File: src/rtl/sr_jk_pkg.sv
package sr_jk_pkg;

    localparam int unsigned SR_WIDTH_DEF = 4;

    // Mode selected by the shift/load input
    typedef enum logic {
        CTL_LOAD  = 1'b0,
        CTL_SHIFT = 1'b1
    } ctl_mode_e;

    // What the head stage does in shift mode, coded as {j, kbar}
    typedef enum logic [1:0] {
        HEAD_CLR  = 2'b00,
        HEAD_HOLD = 2'b01,
        HEAD_TGL  = 2'b10,
        HEAD_SET  = 2'b11
    } head_op_e;

    // Control bundle sampled at each edge
    typedef struct packed {
        ctl_mode_e mode;
        logic      j;
        logic      kbar;
    } ctl_t;

    function automatic head_op_e head_decode(input logic j, input logic kbar);
        head_op_e op;
        unique case ({j, kbar})
            2'b00:   op = HEAD_CLR;
            2'b01:   op = HEAD_HOLD;
            2'b10:   op = HEAD_TGL;
            default: op = HEAD_SET;
        endcase
        return op;
    endfunction

    function automatic logic head_apply(input head_op_e op, input logic cur);
        logic nxt;
        unique case (op)
            HEAD_CLR:  nxt = 1'b0;
            HEAD_HOLD: nxt = cur;
            HEAD_TGL:  nxt = ~cur;
            default:   nxt = 1'b1;
        endcase
        return nxt;
    endfunction

endpackage

File: src/rtl/sr_jk_head.sv
module sr_jk_head
    import sr_jk_pkg::*;
(
    input  ctl_t ctl,
    input  logic cur,
    output logic nxt
);
    head_op_e op;

    always_comb begin
        op  = head_decode(ctl.j, ctl.kbar);
        nxt = head_apply(op, cur);
    end
endmodule

File: src/rtl/sr_jk_next.sv
module sr_jk_next
    import sr_jk_pkg::*;
#(
    parameter int unsigned WIDTH = SR_WIDTH_DEF
) (
    input  ctl_mode_e        mode,
    input  logic             head_bit,
    input  logic [WIDTH-1:0] par_d,
    input  logic [WIDTH-1:0] cur,
    output logic [WIDTH-1:0] nxt
);
    localparam int unsigned LAST = WIDTH - 1;

    // Stage 0 takes the J-K result when shifting
    always_comb begin
        nxt[0] = (mode == CTL_SHIFT) ? head_bit : par_d[0];
    end

    // Remaining stages take their predecessor when shifting
    for (genvar i = 1; i <= LAST; i++) begin : g_stage
        always_comb begin
            nxt[i] = (mode == CTL_SHIFT) ? cur[i-1] : par_d[i];
        end
    end
endmodule

File: src/rtl/sr_jk_state.sv
module sr_jk_state
    import sr_jk_pkg::*;
#(
    parameter int unsigned WIDTH = SR_WIDTH_DEF
) (
    input  logic             clk,
    input  logic             clr_n,
    input  logic [WIDTH-1:0] d,
    output logic [WIDTH-1:0] q
);
    always_ff @(posedge clk or negedge clr_n) begin
        if (!clr_n) begin
            q <= '0;
        end else begin
            q <= d;
        end
    end
endmodule

File: src/rtl/sr_jk_shifter.sv
module sr_jk_shifter
    import sr_jk_pkg::*;
#(
    parameter int unsigned WIDTH = SR_WIDTH_DEF
) (
    input  logic             clk,
    input  logic             clr_n,
    input  logic             shift_nload,
    input  logic             j_in,
    input  logic             kbar_in,
    input  logic [WIDTH-1:0] par_d,
    output logic [WIDTH-1:0] q,
    output logic             q_last_n
);
    localparam int unsigned LAST = WIDTH - 1;

    ctl_t             ctl;
    logic             head_nxt;
    logic [WIDTH-1:0] stage_q;
    logic [WIDTH-1:0] stage_d;

    always_comb begin
        ctl.mode = ctl_mode_e'(shift_nload);
        ctl.j    = j_in;
        ctl.kbar = kbar_in;
    end

    sr_jk_head u_head (
        .ctl (ctl),
        .cur (stage_q[0]),
        .nxt (head_nxt)
    );

    sr_jk_next #(.WIDTH(WIDTH)) u_next (
        .mode     (ctl.mode),
        .head_bit (head_nxt),
        .par_d    (par_d),
        .cur      (stage_q),
        .nxt      (stage_d)
    );

    sr_jk_state #(.WIDTH(WIDTH)) u_state (
        .clk   (clk),
        .clr_n (clr_n),
        .d     (stage_d),
        .q     (stage_q)
    );

    assign q        = stage_q;
    assign q_last_n = ~stage_q[LAST];
endmodule

File: config.mk
export PLATFORM = sky130hd
export DESIGN_NAME = sr_jk_shifter
export DESIGN_NICKNAME = d
export VERILOG_FILES = /design/src/rtl/sr_jk_pkg.sv /design/src/rtl/sr_jk_head.sv /design/src/rtl/sr_jk_next.sv /design/src/rtl/sr_jk_state.sv /design/src/rtl/sr_jk_shifter.sv
export SDC_FILE = /design/constraint.sdc
export NUM_CORES = 1
export LEC_CHECK = 0
export BUFFER_PORTS_ARGS = -buffer_cell sky130_fd_sc_hd__buf_2
export CELL_PAD_IN_SITES_DETAIL_PLACEMENT = 1
export CELL_PAD_IN_SITES_GLOBAL_PLACEMENT = 1
export CORE_AREA = 3 3 40 42
export DETAILED_ROUTE_END_ITERATION = 12
export DIE_AREA = 0 0 43 45
export HOLD_SLACK_MARGIN = 0.1
export PLACE_DENSITY = 0.44
export SYNTH_ARGS = -nofsm -noshare
export SYNTH_HDL_FRONTEND = slang
export SYNTH_SLANG_ARGS = --single-unit
File: constraint.sdc
create_clock -name clk -period 1.4 [get_ports clk]
set_input_delay 0.14 -clock clk [delete_from_list [all_inputs] [get_ports clk]]
set_output_delay 0.14 -clock clk [all_outputs]
set_load 0.02 [all_outputs]
Word level (Yosys, flattened, before mapping)
Cells that the tools add are included.
{"block": "word_totals", "regBits": 4, "in_bits": 9, "out_inout_bits": 5, "word_cells": 17}
{"block": "op_classes", "n_eq_ne": 5, "mux": 6, "bitwise": 2, "n_reduce_logical": 2}
{"cell": "$pmux W2 S3", "count": 1}
{"cell": "$eq A2 B1 Y1 const B", "count": 2}
{"cell": "$eq A2 B2 Y1 const B", "count": 2}
{"cell": "$logic_not A2 Y1", "count": 2}
{"cell": "$mux W1", "count": 4}
{"cell": "$pmux W1 S3", "count": 1}
{"cell": "$ne A2 B2 Y1 const B", "count": 1}
{"cell": "$not A1 Y1", "count": 2}

Longest topological paths before layout
Gate-level depths: netlist (run 1).
{"block": "depth", "ltp_word": 5, "depth_mapped": 2}

Modules after synthesis
A second synthesis (run 1) with hierarchy kept.
{"block": "unflattened", "cells_unflattened": 10, "area_unflattened_um2": 163.9}
{"module": "sr_jk_state", "instances": 1, "cells_each": 4, "area_each_um2": 100.1, "seq_area_each_um2": 100.1}
{"module": "sr_jk_next", "instances": 1, "cells_each": 4, "area_each_um2": 45.0, "seq_area_each_um2": 0.0}
{"module": "sr_jk_head", "instances": 1, "cells_each": 1, "area_each_um2": 15.0, "seq_area_each_um2": 0.0}
{"module": "sr_jk_shifter", "instances": 1, "cells_each": 1, "area_each_um2": 3.8, "seq_area_each_um2": 0.0}

Least setup slack after synthesis (run 1)
OpenSTA, ideal clock, no wires.
{"block": "synth_timing", "path_kind": "register to register", "startpoint": "register u_state.q[1]", "endpoint": "register u_state.q[2]", "setup_ps": 125, "arrival_ps": 703, "setup_slack_ps": 573, "path_stages_with_launch": 2, "path_buffers": 0, "cell_sequence": "dfrtp_1 -> mux2_2"}
{"block": "synth_between", "elab_chain_len": 1}
{"item": "start: declaration", "line_no": "sr_jk_state.sv:9", "text": "output logic [WIDTH-1:0] q"}
{"item": "start signal: assignment", "line_no": "sr_jk_state.sv:13", "text": "q <= '0;"}
{"item": "start signal: assignment", "line_no": "sr_jk_state.sv:15", "text": "q <= d;"}
{"item": "$mux W1", "line_no": "sr_jk_next.sv:22", "text": "nxt[i] = (mode == CTL_SHIFT) ? cur[i-1] : par_d[i];"}
{"item": "net stage_d[2]", "line_no": "sr_jk_shifter.sv:20", "text": "logic [WIDTH-1:0] stage_d;"}
The timed path passes the listed nets, and every way through them passes these cells.
A chain may end at the register's enable or synchronous reset.

Worst setup path in the final report (run 1)
{"block": "layout_timing", "startpoint": "register u_state.q[3]", "endpoint": "output q_last_n"}
{"block": "layout_between", "elab_chain_len": 1}
{"item": "$not A1 Y1", "line_no": "sr_jk_shifter.sv:50", "text": "assign q_last_n = ~stage_q[LAST];"}
{"item": "end: declaration", "line_no": "sr_jk_shifter.sv:13", "text": "output logic q_last_n"}
Every way passes these cells.

==> results.toml, run 1 <==
[cells_and_area]
syn2layout_area_growth_pct = 66.4
drive_gt1_frac = 0.679
post-route-util = 0.212
multi_input_area_um2 = 52.6
reg_top3 = "u_state.q: 4 flops"
largest_reg_flops = 4
antenna_cells = 0
mostFrequentLayoutCells = "buf_2 (13), dfrtp_1 (4), mux2_2 (3), clkbuf_4 (3)"
register_area_um2 = 100
nets = 39
final_common_cell = "buf_2"
stdcell_count = 43
regMostFlops = "u_state.q"
nFillCells = 161

[critical_path]
r2r-start = "u_state.q[0]"
crit_type = "flip-flop to output pin"
endpoint_kind = "output pin"
path_max_fanout = 2
critPathBufInv = 2
crit_start = "u_state.q[3]"
crit_required_ps = 1260
cp_cell_sequence = "inv_1 > buf_2"
crit_path_start_kind = "flip-flop"
worst_ep_arrival_time_ps = 790
crit_slowest_cell = "dfrtp_1"
critPathTopFamily = "flip-flops"
cpPeakStageDelay_ps = 360

[floorplanning]
io_pins = 14
coreArea_um2 = 1280
die_area_um2 = 1940
rows = 13
die_y_um = 45
die_w_um = 43
start_util = 0.128

[clock_tree]
cts_tree = "yes"
root_buffer = "clkbuf_4"
clk_pin_slew_ps = 40
h-tree-depth = 1
clk_path_buf_depth = 2
cts_setup_buffers = 0
clkSinkCount = 4
insertion_delay_ps = 230
cts_buffers = 3

[hold_path]
worstHoldStart = "par_d[2]"
min_path_type = "input port to flip-flop"

[run_status]
run_status = "finished clean"

[placed_design]
placed_cells = 39
hpwl_um = 330
gp_congestion = 0.551
place_ws_ps = 629
io_buffers = 13

[synthesis]
synth.distinct_cells = 7
syn_area_per_cell_um2 = 13.7
synth_area_um2 = 164
ys_warn_count = 0
ys_ff_latch = 4
netlist_instances = 12
syn-num-nets = 21
synth.yosys.seq_area_share = 0.611

[sta]
skew_ps = 1.66
rsz0062_at_grt = "false"
worst_pin_slew_ps = 112
fmax_mhz = 1080
slew_viol_final = 0
max_slew_margin = 0.923
min_period_ps = 926
tns_ps = 0
setup_viol = 0
layout_setup_ws_ps = 474
post-route-period-util = 0.662
finalHoldViolCount = 0

[detailed_routing]
wirelength_um = 398
wire_per_inst_um = 9.26
ant_nets = 0
drt-initial-drc-count = 1
drc = 0
vias = 148
vias_per_cell = 3.44
drt_pass1_iterations = 2

[power_and_ir_drop]
ir_drop_uv = 212
p_per_area_nw_per_um2 = 1240
power.leakage_nw = 0.141

[job]
cap_violations = 0

[grt]
antenna_found_initial = 0
first_global_vias = 161
grt_overflow = 0
grt_max_degree = 6
track_usage = 0.0509
grt_pass1_wl_um = 614
[per-layer routing]
layer  up-vias  track usage  part of all wire
met5         -            0                 0
li1         72            -                 -
met4         0       0.0904                 0
met1        70       0.0340              0.24
met2         6       0.0749              0.68
met3         0       0.0279             0.083
[area by class of cell]
cell class,instances,area share
Inverter,1,0.0138
Clock buffer,3,0.0826
Timing Repair Buffer,14,0.275
Multi-Input combinational cell,6,0.193
Sequential cell,4,0.367
Tap cell,15,0.0688
[synth_stat cells]
library cell	n	area, um^2
mux2_2	3	33.8
dfrtp_1	4	100
nor2_1	1	3.75
mux2i_1	1	10.0
a21oi_1	1	5.00
buf_4	1	7.51
inv_1	1	3.75
[report_power, final]
group	switching [mW]	internal [mW]	leakage [nW]
clock network	0.0461	0.0958	0.0138
logic	0.0343	0.0301	0.0817
registers	0.00556	0.128	0.0460
[through the flow]
step                power [mW]  hold WS (ps)  cell area (um^2)
floorplan                0.172          -156               164
global placement         0.198         -50.6               240
detailed placement       0.199         -48.9               240
CTS                      0.347           132               273
global route             0.363           139               273
finish                   0.340           140               273
[kinds of logic (layout without fill, tap and decap cells)]
family,Yosys count,count (layout),share of synthesized area
compound gates,1,1,0.0305
mux,4,4,0.267
buf+inv,2,18,0.0687
flops,4,4,0.611
simple gates,1,1,0.0229
[final timing paths]
check	cells past startpoint	end	slack (ps)
setup / recovery	2	q_last_n	470
max in group asynchronous	2	u_state.q[0]	1040
hold / removal	2	u_state.q[2]	140
setup reg to reg	1	u_state.q[1]	630
min in group asynchronous	2	u_state.q[3]	240
hold reg to reg	1	u_state.q[3]	500
[what timing repair did]
action,4_1_cts,5_1_grt
gates resized for setup,0,0
hold endpoints to repair,4,0
hold buffers,1,0
Power figures use the tool's default switching activity.
==> inputs of run 2 (changes only) <==
ABC_AREA = 1   (was not set)
PLACE_DENSITY = 0.51   (was 0.44)
clock period = 0.8 ns   (was 1.4 ns; I/O delays follow)
==> run 2 against run 1 <==
Largest cell class is now non-clock buffers; count of clock-buffer cells in the layout unchanged; the run now ends with negative setup slack left; critical path type unchanged; die area unchanged; first-iteration DRC count up 100%; critical endpoint is now q[3].
==> results.toml, run 2 <==
[run_status]
run_status = "complete, but fails checks"
violations = "negative setup slack"

[synthesis]
synth_area_um2 = 178
async_flop_share = 1.00
netlist_instances = 23
synth_edf_count = 0
synth.yosys.seq_area_share = 0.563
synth.distinct_cells = 7
syn_area_per_cell_um2 = 7.72
yosysTopAreaCell = "dfrtp_1"
synth.most_common_cell = "nand2_1"
ys_warn_count = 0
netlist_top_cells_count = "nand2_1 (11), dfrtp_1 (4), inv_1 (4)"
syn-num-nets = 32
yosys-top-cells-area = "dfrtp_1 (56%), nand2_1 (23%), inv_1 (8.5%)"
synth_top_area_frac = 0.563
ys_ff_latch = 4
dominantRegCellSynth = "dfrtp_1"

[clock_tree]
cts_buffers = 3
clkSinkCount = 4
h-tree-depth = 1
cts_tree = "yes"
insertion_delay_ps = 230
clk_pin_slew_ps = 40
clk_path_buf_depth = 2
root_buffer = "clkbuf_4"

[detailed_routing]
drt_pass1_iterations = 2
vias = 221
wire_per_inst_um = 8.53
ant_nets = 0
vias_per_cell = 3.68
wirelength_um = 512
drc = 0
drt-initial-drc-count = 2

[sta]
setup_viol = 5
min_period_ps = 842
layout_setup_ws_ps = -41.8
skew_ps = 0.577
rsz0062_at_grt = "true"
post-route-period-util = 1.05
max_slew_margin = 0.921
fmax_mhz = 1190
finalHoldViolCount = 0
slew_viol_final = 0
tns_ps = -171
worst_pin_slew_ps = 118

[hold_path]
min_path_type = "input port to flip-flop"
worstHoldStart = "shift_nload"

[floorplanning]
rows = 13
start_util = 0.138
die_area_um2 = 1940
io_pins = 14
die_y_um = 45
coreArea_um2 = 1280
die_w_um = 43

[cells_and_area]
syn2layout_area_growth_pct = 106
nets = 56
final_common_cell = "nand2_1"
largest_reg_flops = 4
design_area_um2 = 367
regMostFlops = "u_state.q"
reg_top3 = "u_state.q: 4 flops"
drive_gt1_frac = 0.444
antenna_cells = 0
mostFrequentLayoutCells = "nand2_1 (11), buf_2 (9), dlygate4sd3_1 (5), buf_6 (4), dfrtp_1 (4)"

[critical_path]
critPathBufInv = 1
crit_path_start_kind = "flip-flop"
r2r-start = "u_state.q[0]"
crit_start = "u_state.q[3]"
path_max_fanout = 2
worst_ep_arrival_time_ps = 760
crit_type = "flip-flop to output pin"
endpoint_kind = "output pin"
critPathTopFamily = "flip-flops"
crit_required_ps = 720
crit_slowest_cell = "dfrtp_1"
cpPeakStageDelay_ps = 370
cp_cell_sequence = "buf_2"

[power_and_ir_drop]
p_per_area_nw_per_um2 = 1750
ir_drop_uv = 516
power.leakage_nw = 0.210

[grt]
grt_max_degree = 6
antenna_found_initial = 0
grt_pass1_wl_um = 897
first_global_vias = 254
track_usage = 0.0668
grt_overflow = 0

[placed_design]
io_buffers = 13
gp_congestion = 0.546
dpl_cell_area_um2 = 254

[job]
cap_violations = 0
run 2: cell types whose count changed after synthesis, sizes merged:
cell   delta
nand3     +1
nor2      -1
a21oi     -1
inv       +4
mux2i     -1
nand2    +11
o21ai     +1
mux2      -3
run 2: layout make-up:
class	count	area [um^2]
fillers	164	918
inverters	5	18.8
well taps	15	18.8
repair buffers	20	155
clock buffers	3	22.5
multi-input cells	13	51.3
flip-flops and latches	4	100
run 2: where the power goes:
group,internal [mW],switching (mW)
Sequential,0.223,0.0145
Clock,0.167,0.0711
Combinational,0.0914,0.0756
run 2: per-stage QoR:
step           worst slack, ps  cells   util  power [mW]  hold WS [ps]
2_1_floorplan              114     23      -       0.301          -216
3_3_place_gp              81.1     50  0.198       0.348          -110
3_5_place_dp              74.8     50  0.198       0.349          -112
4_1_cts                  -58.5     59  0.279       0.652           120
5_1_grt                  -82.1     60  0.285       0.699           128
6_report                 -41.8     60  0.285       0.643           123
run 2: worst paths after layout:
kind | slack [ps] | to | depth (start not counted)
worst min-delay path | 120 | u_state.q[3] | 3
min in group asynchronous | 190 | u_state.q[2] | 2
worst min register to register | 580 | u_state.q[1] | 2
worst max register to register | 60 | u_state.q[0] | 4
max in group asynchronous | 490 | u_state.q[1] | 2
worst max-delay path | -40 | q[3] | 1
run 2: cell families (layout without fill, tap and decap cells):
logic type	Yosys count	after routing	share of synthesized area
and+or+nand+nor	12	12	0.261
buffers and inverters	6	28	0.148
DFF	4	4	0.563
AOI/OAI and AO/OA	1	1	0.0281
run 2: per-layer routing:
layer  up-vias  share of wire  GRT usage
met5         -              0          0
met4         0          0.023     0.0542
met3         2          0.076     0.0359
met2         9           0.61      0.126
met1       100           0.29     0.0487
li1        110              -          -
run 2: repair_timing:
| item | 4_1_cts | 5_1_grt |
|---|---|---|
| hold endpoints to repair | 8 | 0 |
| setup buffers | 1 | 1 |
| endpoints found under the setup margin | 5 | 5 |
| resized for setup | 8 | 1 |
| hold buffers | 5 | 0 |
| cloned | 0 | 0 |
run 2: worst reg2reg max path: stages (launching register included):
cell and delay [ps]:
dfrtp_1 390, inv_1 80, nand2_1 50, nand3_1 60
nand2_1 50
